--- src/rtl/tmm_pkg.sv ---
package tmm_pkg;

   typedef enum logic [1:0] {
      PH_IDLE  = 2'd0,
      PH_LOAD  = 2'd1,
      PH_CALC  = 2'd2,
      PH_DRAIN = 2'd3
   } tmm_phase_e;

   // Address width for a store of n entries (at least one bit).
   function automatic int unsigned addr_w(input int unsigned n);
      return (n > 1) ? $clog2(n) : 1;
   endfunction

endpackage

--- src/rtl/tmm_ram.sv ---
module tmm_ram #(
   parameter int unsigned W     = 16,
   parameter int unsigned DEPTH = 16,
   parameter int unsigned AW    = 4
) (
   input  logic          clk,
   input  logic          we,
   input  logic [AW-1:0] waddr,
   input  logic [W-1:0]  wdata,
   input  logic [AW-1:0] raddr,
   output logic [W-1:0]  rdata
);
   logic [W-1:0] store [DEPTH];

   always_ff @(posedge clk) begin
      if (we) store[waddr] <= wdata;
   end

   assign rdata = store[raddr];
endmodule

--- src/rtl/tmm_loader.sv ---
module tmm_loader
   import tmm_pkg::*;
#(
   parameter int unsigned ROWS    = 4,
   parameter int unsigned COLS    = 3,
   parameter int unsigned DEPTH_K = 5,
   parameter int unsigned AA_W    = 5,
   parameter int unsigned BA_W    = 4
) (
   input  logic            clk,
   input  logic            rst_n,
   input  logic            accept,
   output logic            a_we,
   output logic            b_we,
   output logic [AA_W-1:0] a_waddr,
   output logic [BA_W-1:0] b_waddr,
   output logic            last
);
   localparam int unsigned A_WORDS = ROWS * DEPTH_K;
   localparam int unsigned TOTAL   = A_WORDS + COLS * DEPTH_K;
   localparam int unsigned IDX_W   = addr_w(TOTAL);

   logic [IDX_W-1:0] idx_q;
   logic [IDX_W-1:0] b_off;
   logic             in_a;

   assign in_a    = idx_q < IDX_W'(A_WORDS);
   assign b_off   = idx_q - IDX_W'(A_WORDS);
   assign a_we    = accept && in_a;
   assign b_we    = accept && !in_a;
   assign a_waddr = AA_W'(idx_q);
   assign b_waddr = BA_W'(b_off);
   assign last    = accept && (idx_q == IDX_W'(TOTAL - 1));

   always_ff @(posedge clk) begin
      if (!rst_n)      idx_q <= '0;
      else if (last)   idx_q <= '0;
      else if (accept) idx_q <= idx_q + 1'b1;
   end
endmodule

--- src/rtl/tmm_sequencer.sv ---
module tmm_sequencer
   import tmm_pkg::*;
#(
   parameter int unsigned DATA_W  = 16,
   parameter int unsigned ROWS    = 4,
   parameter int unsigned COLS    = 3,
   parameter int unsigned DEPTH_K = 5,
   parameter int unsigned AA_W    = 5,
   parameter int unsigned BA_W    = 4,
   parameter int unsigned CA_W    = 4
) (
   input  logic              clk,
   input  logic              rst_n,
   input  logic              start,
   input  logic [DATA_W-1:0] a_rdata,
   input  logic [DATA_W-1:0] b_rdata,
   output logic [AA_W-1:0]   a_raddr,
   output logic [BA_W-1:0]   b_raddr,
   output logic              c_we,
   output logic [CA_W-1:0]   c_waddr,
   output logic [DATA_W-1:0] c_wdata,
   output logic              finish
);
   localparam int unsigned ACC_W   = 2 * DATA_W + $clog2(DEPTH_K);
   localparam int unsigned K_W     = addr_w(DEPTH_K);
   localparam int unsigned J_W     = addr_w(COLS);
   localparam int unsigned C_WORDS = ROWS * COLS;

   logic              run_q;
   logic [K_W-1:0]    k_q;
   logic [J_W-1:0]    j_q;
   logic [AA_W-1:0]   a_base_q;
   logic [BA_W-1:0]   b_base_q;
   logic [CA_W-1:0]   c_addr_q;
   logic [ACC_W-1:0]  acc_q;
   logic [2*DATA_W-1:0] prod;
   logic [ACC_W-1:0]  sum;
   logic              k_end, j_end, c_end;

   assign k_end   = k_q == K_W'(DEPTH_K - 1);
   assign j_end   = j_q == J_W'(COLS - 1);
   assign c_end   = c_addr_q == CA_W'(C_WORDS - 1);
   assign a_raddr = a_base_q + AA_W'(k_q);
   assign b_raddr = b_base_q + BA_W'(k_q);
   assign prod    = a_rdata * b_rdata;
   assign sum     = acc_q + ACC_W'(prod);
   assign c_we    = run_q && k_end;
   assign c_waddr = c_addr_q;
   assign c_wdata = sum[DATA_W-1:0];
   assign finish  = c_we && c_end;

   always_ff @(posedge clk) begin
      if (!rst_n) begin
         run_q    <= 1'b0;
         k_q      <= '0;
         j_q      <= '0;
         a_base_q <= '0;
         b_base_q <= '0;
         c_addr_q <= '0;
         acc_q    <= '0;
      end else if (start) begin
         run_q    <= 1'b1;
         k_q      <= '0;
         j_q      <= '0;
         a_base_q <= '0;
         b_base_q <= '0;
         c_addr_q <= '0;
         acc_q    <= '0;
      end else if (run_q) begin
         if (k_end) begin
            k_q      <= '0;
            acc_q    <= '0;
            c_addr_q <= c_end ? '0 : c_addr_q + 1'b1;
            if (j_end) begin
               j_q      <= '0;
               b_base_q <= '0;
               a_base_q <= a_base_q + AA_W'(DEPTH_K);
            end else begin
               j_q      <= j_q + 1'b1;
               b_base_q <= b_base_q + BA_W'(DEPTH_K);
            end
         end else begin
            k_q   <= k_q + 1'b1;
            acc_q <= sum;
         end
         if (finish) run_q <= 1'b0;
      end
   end
endmodule

--- src/rtl/tmm_drain.sv ---
module tmm_drain #(
   parameter int unsigned ROWS = 4,
   parameter int unsigned COLS = 3,
   parameter int unsigned CA_W = 4
) (
   input  logic            clk,
   input  logic            rst_n,
   input  logic            active,
   input  logic            out_ready,
   output logic [CA_W-1:0] c_raddr,
   output logic            last
);
   localparam int unsigned C_WORDS = ROWS * COLS;

   logic [CA_W-1:0] pos_q;
   logic            pop;

   assign pop     = active && out_ready;
   assign last    = pop && (pos_q == CA_W'(C_WORDS - 1));
   assign c_raddr = pos_q;

   always_ff @(posedge clk) begin
      if (!rst_n)    pos_q <= '0;
      else if (last) pos_q <= '0;
      else if (pop)  pos_q <= pos_q + 1'b1;
   end
endmodule

--- src/rtl/tile_mm_engine.sv ---
module tile_mm_engine
   import tmm_pkg::*;
#(
   parameter int unsigned DATA_W  = 16,
   parameter int unsigned ROWS    = 4,
   parameter int unsigned COLS    = 3,
   parameter int unsigned DEPTH_K = 5
) (
   input  logic              clk,
   input  logic              rst_n,
   input  logic              in_valid,
   output logic              in_ready,
   input  logic [DATA_W-1:0] in_data,
   output logic              out_valid,
   input  logic              out_ready,
   output logic [DATA_W-1:0] out_data,
   output logic              busy,
   output logic              done
);
   localparam int unsigned A_WORDS = ROWS * DEPTH_K;
   localparam int unsigned B_WORDS = COLS * DEPTH_K;
   localparam int unsigned C_WORDS = ROWS * COLS;
   localparam int unsigned AA_W    = addr_w(A_WORDS);
   localparam int unsigned BA_W    = addr_w(B_WORDS);
   localparam int unsigned CA_W    = addr_w(C_WORDS);

   generate
      if (DATA_W < 1 || ROWS < 1 || COLS < 1 || DEPTH_K < 1) begin : g_bad_size
         $error("tile_mm_engine: every size parameter must be at least 1");
      end
      if (2 * DATA_W + $clog2(DEPTH_K) > 128) begin : g_bad_acc
         $error("tile_mm_engine: accumulator wider than 128 bits");
      end
   endgenerate

   tmm_phase_e phase_q;
   logic       done_q;
   logic       take_in;
   logic       load_last, calc_last, drain_last;

   logic              a_we, b_we, c_we;
   logic [AA_W-1:0]   a_waddr, a_raddr;
   logic [BA_W-1:0]   b_waddr, b_raddr;
   logic [CA_W-1:0]   c_waddr, c_raddr;
   logic [DATA_W-1:0] a_rdata, b_rdata, c_wdata, c_rdata;

   assign in_ready  = (phase_q == PH_IDLE) || (phase_q == PH_LOAD);
   assign take_in   = in_valid && in_ready;
   assign out_valid = phase_q == PH_DRAIN;
   assign out_data  = c_rdata;
   assign busy      = phase_q != PH_IDLE;
   assign done      = done_q;

   always_ff @(posedge clk) begin
      if (!rst_n) begin
         phase_q <= PH_IDLE;
         done_q  <= 1'b0;
      end else begin
         done_q <= drain_last;
         case (phase_q)
            PH_IDLE:  if (take_in)    phase_q <= PH_LOAD;
            PH_LOAD:  if (load_last)  phase_q <= PH_CALC;
            PH_CALC:  if (calc_last)  phase_q <= PH_DRAIN;
            PH_DRAIN: if (drain_last) phase_q <= PH_IDLE;
            default:                  phase_q <= PH_IDLE;
         endcase
      end
   end

   tmm_loader #(
      .ROWS(ROWS), .COLS(COLS), .DEPTH_K(DEPTH_K), .AA_W(AA_W), .BA_W(BA_W)
   ) u_loader (
      .clk(clk), .rst_n(rst_n), .accept(take_in),
      .a_we(a_we), .b_we(b_we), .a_waddr(a_waddr), .b_waddr(b_waddr),
      .last(load_last)
   );

   tmm_ram #(.W(DATA_W), .DEPTH(A_WORDS), .AW(AA_W)) u_a_ram (
      .clk(clk), .we(a_we), .waddr(a_waddr), .wdata(in_data),
      .raddr(a_raddr), .rdata(a_rdata)
   );

   tmm_ram #(.W(DATA_W), .DEPTH(B_WORDS), .AW(BA_W)) u_b_ram (
      .clk(clk), .we(b_we), .waddr(b_waddr), .wdata(in_data),
      .raddr(b_raddr), .rdata(b_rdata)
   );

   tmm_sequencer #(
      .DATA_W(DATA_W), .ROWS(ROWS), .COLS(COLS), .DEPTH_K(DEPTH_K),
      .AA_W(AA_W), .BA_W(BA_W), .CA_W(CA_W)
   ) u_seq (
      .clk(clk), .rst_n(rst_n), .start(load_last),
      .a_rdata(a_rdata), .b_rdata(b_rdata),
      .a_raddr(a_raddr), .b_raddr(b_raddr),
      .c_we(c_we), .c_waddr(c_waddr), .c_wdata(c_wdata),
      .finish(calc_last)
   );

   tmm_ram #(.W(DATA_W), .DEPTH(C_WORDS), .AW(CA_W)) u_c_ram (
      .clk(clk), .we(c_we), .waddr(c_waddr), .wdata(c_wdata),
      .raddr(c_raddr), .rdata(c_rdata)
   );

   tmm_drain #(.ROWS(ROWS), .COLS(COLS), .CA_W(CA_W)) u_drain (
      .clk(clk), .rst_n(rst_n), .active(out_valid), .out_ready(out_ready),
      .c_raddr(c_raddr), .last(drain_last)
   );
endmodule

--- config.mk ---
export PLATFORM = sky130hd
export DESIGN_NAME = tile_mm_engine
export DESIGN_NICKNAME = d
export VERILOG_FILES = /design/src/rtl/tmm_pkg.sv /design/src/rtl/tmm_ram.sv /design/src/rtl/tmm_loader.sv /design/src/rtl/tmm_sequencer.sv /design/src/rtl/tmm_drain.sv /design/src/rtl/tile_mm_engine.sv
export SDC_FILE = /design/constraint.sdc
export NUM_CORES = 1
export LEC_CHECK = 0
export BUFFER_PORTS_ARGS = -buffer_cell sky130_fd_sc_hd__buf_2
export CAP_MARGIN = 10
export CORE_UTILIZATION = 55
export CTS_CLUSTER_DIAMETER = 120
export DETAILED_ROUTE_END_ITERATION = 6
export MAX_ROUTING_LAYER = met4
export PLACE_DENSITY = 0.71
export SYNTH_ARGS = -nofsm -noshare
export SYNTH_HDL_FRONTEND = slang
export SYNTH_HIERARCHICAL = 1
export SYNTH_SLANG_ARGS = --single-unit
--- constraint.sdc ---
create_clock -name clk -period 21.9 [get_ports clk]
set_input_delay 2.19 -clock clk [delete_from_list [all_inputs] [get_ports clk]]
set_output_delay 2.19 -clock clk [all_outputs]
set_load 0.1 [all_outputs]
==> key figures, run 1 <==
Outcome
  • Status: complete, no violations

CTS
  • Clock Path Buffers: 3
  • Htree depth: 3
  • CTS Sinks: 800
  • CTS buffer count: 80
  • Root Driver: clkbuf_16
  • Setup Fix Bufs, Post-CTS: 0
  • # hold bufs at CTS: 0
  • Worst skew pair latency: roughly 660 ps
  • CTS tree: done
  • Post-CTS sizing: 0
  • Clk slew on worst S/H paths: 60 ps

Pwr
  • Combinational share of power: 0.345
  • Switch Pwr: around 2000 uW
  • Power Density: between 150 and 200 nW/um2
  • Max VDD drop: about 420 uV
  • Flop pwr share: 0.421
  • Pint: between 3000 and 4000 uW
  • Static leakage: 0.0133 uW
  • Sw Share: 0.341
  • Clock group share of total power: 0.233

Critical path
  • Crit. End Element: register
  • Standard cell with the maximum stage delay on the critical path: nand4bb_1
  • CP arrival: between 9000 and 10000 ps
  • CP max stage delay: 680 ps
  • Worst-path fanout max: 16
  • CP startpoint kind: register
  • WP data required: roughly 22000 ps
  • WS Path Type: reg -> reg

Route
  • TritonRoute pass-1 iters: 5
  • DRT antenna net count: 0
  • Initial DRC count: 1742
  • Final wirelength: 79300 um
  • Via count: about 19000
  • Detailed-route DRC error count: 0
  • Via/cell ratio: 5.97
  • Wirelength per Cell: around 25 um

STA
  • Fin. Hold Viols: 0
  • Final min period: between 9000 and 10000 ps
  • Fin. max-slew vios: 0
  • Post-Route Skew: between 40 and 50 ps
  • TNS Setup: 0 ps
  • Endpoints failing setup: 0
  • Post-layout worst setup margin: roughly 13000 ps
  • Final Cycle Share: 0.421
  • Fmax: roughly 110 MHz
  • RSZ-0062 raised after global routing: false
  • Slew headroom: 0.204
  • Tightest Pin Transition: 1190 ps

Synthesis
  • Number of synthesized flops with an enable pin: 752
  • Seq cells post-synth: 800
  • Yosys cell types: 68
  • Synth async-reset ratio: 0
  • Mean post-synth cell area: approximately 16 um2
  • Syn Inst Count: around 2200
  • Mapped Area: approximately 36000 um2
  • Syn Nets: 2385
  • Sequential area share after synthesis: 0.657
  • Synthesis Warnings: 6
  • Most common flop cell mapped by yosys: edfxtp_1

Finish
  • Commonest non-fill, non-tap cell in the layout: edfxtp_1
  • Layout cells sized above 1: 0.158
  • Final nets: 2470
  • Most frequent cells in the layout: 752 x edfxtp_1, 168 x inv_1, 162 x mux2i_1
  • Core Util, Final: 0.617
  • Layout area overhead: 10.9%

Floorplan
  • Die X: 257 um
  • Row count: a little over 90
  • Die footprint: 66200 um2
  • Core Area: 64500 um2
  • # IOs: 40
  • Die span in y: 257 um
  • Initial core utilization: 0.556

Global routing
  • Largest net degree at the start of global routing: 75
  • All-layer global routing usage: 0.251
  • Number of global-route vias before repair: between 15000 and 20000
  • Initial antenna violation count: 1
  • First-pass GRT wire length: roughly 120000 um
  • GRT overflow: 0

Placement
  • GPL Wtd Cong: 0.888
  • Dpl hpwl: 49100 um
  • Dpl ws: ~13000 ps
  • I/O Buffers: 39

Hold path
  • Worst min path class: reg -> reg

Flow run
  • Max-cap violations: 0
## layout make-up
| cell class | instances | area (um2) |
|---|---|---|
| Clock buffer | 98 | 2100 |
| Timing Repair Buffer | 103 | 676 |
| Multi-Input combinational cell | 1123 | 11100 |
| Sequential cell | 800 | 23500 |
| Inverter | 172 | 646 |
| Clock inverter | 52 | 619 |
| Fill cell | 4685 | 24700 |
| Antenna cell | 3 | 7.51 |
| Tap cell | 855 | 1070 |
## stage by stage
stage                     cell area [um2]  hold slack [ps]  cells  power [uW]
after floorplan                     35800              454   2195        4010
after global placement              37000              460   3053        4520
after detailed placement            37000              485   3053        4630
after CTS                           39700              493   3203        6020
after global routing                39700              520   3204        6300
final                               39800              488   3206        5970
## routing by layer
layer | vias up | global-route usage | part of all wire
li1 | 8428 | - | -
met1 | 9886 | 0.339 | 0.42
met2 | 700 | 0.399 | 0.49
met3 | 131 | 0.0361 | 0.062
met4 | 0 | 0.0716 | 0.025
met5 | - | - | 0
## power by group through the flow
stage / clock network (uW) / registers (uW) / logic, uW
3_3_place_gp: 0 / 2540 / 1980
6_report: 1390 / 2520 / 2060
5_1_grt: 1470 / 2520 / 2310
4_1_cts: 1410 / 2520 / 2080
3_5_place_dp: 0 / 2550 / 2080
2_1_floorplan: 0 / 2530 / 1480
## cells in the mapped netlist (7+ instances only)
cell type / count / area, um2
mux4_2: 80 / 1800
nand4_1: 13 / 81.3
edfxtp_1: 752 / 22600
o21ai_1: 15 / 75.1
a22o_1: 13 / 114
mux2i_1: 162 / 1620
mux4_1: 15 / 394
nand3_1: 7 / 35.0
nand2b_1: 10 / 62.6
buf_4: 21 / 158
nand2_1: 149 / 559
ha_1: 74 / 926
xor2_1: 16 / 140
a22oi_1: 45 / 338
a221o_1: 13 / 130
nor2_1: 88 / 330
a21oi_1: 17 / 85.1
nor3_1: 15 / 75.1
nor2b_1: 7 / 43.8
buf_6: 10 / 113
o221ai_1: 16 / 140
a211oi_1: 12 / 90.1
dfxtp_1: 48 / 961
and2_1: 46 / 288
o22ai_1: 25 / 156
clkbuf_1: 34 / 128
nand3b_1: 8 / 60.1
mux2_2: 28 / 315
fa_1: 96 / 1920
inv_1: 169 / 634
xnor2_1: 40 / 350
or3_1: 7 / 43.8
a21o_1: 7 / 52.6
o21ai_0: 42 / 210
buf_1: 8 / 30.0
buf_2: 22 / 110
## critical path, delay by kind of cell, from the launching register on
family,cells,cell delay (ps)
AO/OA/AOI/OAI,8,2080
XOR/XNOR,2,790
adder cells (fa/ha/maj),9,3810
buffers and inverters,8,560
flip-flops,1,500
AND/OR/NAND/NOR,3,1140
## flip-flops by register name, summed over array words and instances (netlist names)
register / cells
done: 1
phase_q: 2
u_a_ram/store: 320
u_seq/k_q: 3
u_loader/idx_q: 6
u_seq/run_q: 1
u_seq/j_q: 2
u_drain/c_raddr: 4
u_b_ram/store: 240
u_seq/a_base_q: 5
u_seq/acc_q: 16
u_seq/b_base_q: 4
u_c_ram/store: 192
u_seq/c_waddr: 4
## path summary, 6_finish.rpt
| kind | slack, ps | cells past startpoint | to | startpoint |
|---|---|---|---|---|
| max reg2reg | 12680 | 30 | u_c_ram/store[10][15]$_DFFE_PP_ | u_seq/k_q[0]$_SDFFE_PP0P_ |
| max | 12680 | 30 | u_c_ram/store[10][15]$_DFFE_PP_ | u_seq/k_q[0]$_SDFFE_PP0P_ |
| min reg2reg | 490 | 2 | u_seq/j_q[1]$_SDFFE_PP0P_ | u_seq/j_q[0]$_SDFFE_PP0P_ |
| min | 490 | 2 | u_seq/j_q[1]$_SDFFE_PP0P_ | u_seq/j_q[0]$_SDFFE_PP0P_ |
## kinds of logic after synthesis
kind of cell / count (synthesis) / share of synthesized area
flops: 800 / 0.657
simple gates: 370 / 0.0495
mux: 290 / 0.117
buf+inv: 272 / 0.0355
compound gates: 234 / 0.0463
fa+ha+maj: 170 / 0.0795
xor+xnor: 59 / 0.0152
(Power assumes the default switching activity.)
==> inputs of run 2 (changes only) <==
--- a/config.mk
+++ b/config.mk
@@ -11,7 +11,7 @@
 export CTS_CLUSTER_DIAMETER = 120
 export DETAILED_ROUTE_END_ITERATION = 6
 export MAX_ROUTING_LAYER = met4
-export PLACE_DENSITY = 0.71
+export PLACE_DENSITY = 0.74
 export SYNTH_ARGS = -nofsm -noshare
 export SYNTH_HDL_FRONTEND = slang
 export SYNTH_HIERARCHICAL = 1
==> constraint.sdc (replaced) <==
create_clock -name clk -period 8.3 [get_ports clk]
set_input_delay 0.83 -clock clk [delete_from_list [all_inputs] [get_ports clk]]
set_output_delay 0.83 -clock clk [all_outputs]
set_load 0.1 [all_outputs]
==> run 2 against run 1 <==
Compared with the run above:
- setup slack got worse by 12000 ps
- non-clock buffer count increased by 49
- sequential power increased to 2.6 times the previous value
- clock skew decreased by 19 ps
- register-to-register slack got worse by 12000 ps
- routed wire length increased by 0.68%
- critical path depth decreased by 4
- via count increased by 1.3%
- count of clock-buffer cells in the layout increased by 5
- power increased to 2.8 times the previous value
- largest power group unchanged
==> key figures, run 2 (synthesized netlist as in run 1, its figures left out) <==
Outcome
  • Status: complete, no violations (unchanged)

Route
  • DRT antenna net count: 0 (unchanged)
  • Final wirelength: 79900 um (was 79300 um)
  • Via/cell ratio: 5.97 (about the same)
  • Detailed-route DRC error count: 0 (unchanged)
  • Via count: 19400 (was 19100)
  • Wirelength per Cell: 24.6 um (was 24.7 um)
  • Initial DRC count: 1901 (was 1742)
  • TritonRoute pass-1 iters: 5 (unchanged)

STA
  • Final Cycle Share: 0.967 (was 0.421)
  • Post-layout worst setup margin: 271 ps (was 12680 ps)
  • RSZ-0062 raised after global routing: false (unchanged)
  • Slew headroom: 0.276 (was 0.204)
  • Tightest Pin Transition: 1080 ps (was 1190 ps)
  • Final min period: 8030 ps (was 9220 ps)
  • Endpoints failing setup: 0 (unchanged)
  • Fin. Hold Viols: 0 (unchanged)
  • Fin. max-slew vios: 0 (unchanged)
  • Fmax: 125 MHz (was 108 MHz)
  • Post-Route Skew: 21.6 ps (was 40.4 ps)

Critical path
  • Buffers & Inverters on Critical Path: 5 (was 8)
  • WP data required: 8580 ps (was 22210 ps)
  • R2R setup slack: 270 ps (was 12680 ps)
  • CP max stage delay: 790 ps (was 680 ps)
  • WS Path Type: reg -> reg (unchanged)
  • Worst-path fanout max: 16 (unchanged)
  • CP arrival: 8310 ps (was 9540 ps)
  • FF-to-FF End: u_c_ram/store[4][10]$_DFFE_PP_ (was u_c_ram/store[10][15]$_DFFE_PP_)
  • Largest delay share family, worst path: adder cells (unchanged)
  • R2R Path Start: u_seq/k_q[1]$_SDFFE_PP0P_ (was u_seq/k_q[0]$_SDFFE_PP0P_)
  • Worst reg2reg path depth: 26 (was 30)
  • Most used cell, CP: fa_1
  • Standard cell with the maximum stage delay on the critical path: xnor2_1 (was nand4bb_1)
  • Crit. End Element: register (unchanged)
  • CP startpoint kind: register (unchanged)

Floorplan
  • Die X: 257 um (unchanged)
  • Row count: 93 (unchanged)
  • Initial core utilization: 0.556 (unchanged)
  • Die footprint: 66200 um2 (unchanged)
  • Die span in y: 257 um (unchanged)
  • # IOs: 40 (unchanged)
  • Core Area: 64500 um2 (unchanged)

Placement
  • GPL Wtd Cong: 0.883 (was 0.888)
  • Dpl cells: 3095 (was 3053)
  • I/O Buffers: 39 (unchanged)
  • Dpl ws: -150 ps (was 12730 ps)
  • Dpl hpwl: 51500 um (was 49100 um)

Finish
  • Final Instance Count excl. Fillers: 3248 (was 3206)
  • # fillers: 4591 (was 4685)
  • Layout cells sized above 1: 0.177 (was 0.158)
  • Final nets: 2519 (was 2470)
  • Layout area overhead: 11.8% (was 10.9%)
  • Core Util, Final: 0.622 (was 0.617)
  • Commonest non-fill, non-tap cell in the layout: edfxtp_1 (unchanged)
  • Top flop regs: u_a_ram/store x320, u_b_ram/store x240, u_c_ram/store x192 (unchanged)
  • Most frequent cells in the layout: 752 x edfxtp_1, 168 x inv_1, 162 x mux2i_1 (unchanged)
  • Multi-input gate area: 11200 um2 (was 11100 um2)
  • Largest register by flop count: u_a_ram/store (unchanged)
  • Max reg flops: 320 (unchanged)
  • Storage element area: 23500 um2 (about the same)

Global routing
  • Largest net degree at the start of global routing: 45 (was 75)
  • Number of global-route vias before repair: 19700 (was 19500)
  • All-layer global routing usage: 0.251 (about the same)
  • First-pass GRT wire length: 120000 um (was 119000 um)
  • Initial antenna violation count: 2 (was 1)
  • GRT overflow: 0 (unchanged)

CTS
  • Worst skew pair latency: 630 ps (was 660 ps)
  • Root Driver: clkbuf_16 (unchanged)
  • Clock Path Buffers: 3 (unchanged)
  • CTS Sinks: 800 (unchanged)
  • Htree depth: 3 (unchanged)
  • # hold bufs at CTS: 0 (unchanged)
  • CTS tree: done (unchanged)
  • Clk slew on worst S/H paths: 60 ps (about the same)
  • CTS buffer count: 79 (was 80)

Pwr
  • Power Density: 411 nW/um2 (was 150 nW/um2)
  • Max VDD drop: 906 uV (was 420 uV)
  • Static leakage: 0.0135 uW (was 0.0133 uW)

Hold path
  • Hold Path Origin: u_seq/j_q[0]$_SDFFE_PP0P_ (unchanged)
  • Hold Path End: u_seq/j_q[1]$_SDFFE_PP0P_ (unchanged)
  • Worst min path class: reg -> reg (unchanged)
  • Cell count of the worst hold path: 2 (unchanged)

Flow run
  • Max-cap violations: 0 (unchanged)
run 2: cell count changes in the layout (fill, tap and decap cells not counted), moves of 3 or more:
cell and delta:
buf_4 +41, buf_12 +7, bufinv_16 -5, clkbuf_1 +4, clkinv_16 -4, xor2_1 -4, a211oi_1 -3, a211oi_2 +3
clkinvlp_4 +3, xnor2_1 -3, xor2_2 +3
run 2: routing by layer:
metal,GRT usage,vias to the layer above,wire length [um],part of all wire
met3,0.0349,126,5360,0.067
met1,0.341,9968,33500,0.42
met4,0.0759,0,2040,0.026
met2,0.397,782,39000,0.49
li1,-,8518,-,-
met5,-,-,0,0
run 2: worst max-delay path by stage:
stage / start / endpoint / slack, ps / cells past startpoint
6_report: u_seq/k_q[1]$_SDFFE_PP0P_ / u_c_ram/store[4][10]$_DFFE_PP_ / 270 / 26
5_1_grt: u_seq/k_q[1]$_SDFFE_PP0P_ / u_c_ram/store[7][10]$_DFFE_PP_ / 20 / 25
4_1_cts: u_seq/k_q[0]$_SDFFE_PP0P_ / u_c_ram/store[10][15]$_DFFE_PP_ / 7 / 30
3_5_place_dp: u_seq/k_q[0]$_SDFFE_PP0P_ / u_c_ram/store[7][14]$_DFFE_PP_ / -150 / 29
3_3_place_gp: u_seq/k_q[0]$_SDFFE_PP0P_ / u_c_ram/store[11][15]$_DFFE_PP_ / 160 / 24
2_1_floorplan: u_seq/k_q[0]$_SDFFE_PP0P_ / u_c_ram/store[0][15]$_DFFE_PP_ / 770 / 32
run 2: through the flow:
step | hold slack (ps) | TNS [ps] | area [um2] | total power (uW)
floorplan | 454 | 0 | 35800 | 10300
global placement | 462 | 0 | 37400 | 10900
detailed placement | 485 | -1800 | 37400 | 10900
CTS | 493 | 0 | 39900 | 14700
global route | 517 | 0 | 40100 | 17200
finish | 495 | 0 | 40100 | 16500
run 2: timing repair:
action                                  4_1_cts  5_1_grt
endpoints found under the setup margin       12       91
setup buffers                                 0        6
gates resized for setup                       1       12
pin swaps                                     0        4
gates cloned                                  0        1
run 2: report_power, final:
| part | internal [uW] | switching [uW] | total (uW) |
|---|---|---|---|
| combinational | 2340 | 4110 | 6450 |
| sequential | 6540 | 41.2 | 6580 |
| clock | 1960 | 1470 | 3430 |
| total | 10800 | 5620 | 16500 |
run 2: final cells by class:
class | instances | share of cell area
antenna | 2 | 0.000125
clock buffer | 103 | 0.0537
clock inverter | 40 | 0.00809
inverter | 172 | 0.0161
multi-input combinational | 1124 | 0.279
sequential | 800 | 0.588
tap | 855 | 0.0267
timing repair buffer | 152 | 0.0284
run 2: worst min-delay path: stages (launching register included):
cell and delay, ps:
dfxtp_1 330, nand2_1 70, a21oi_1 50
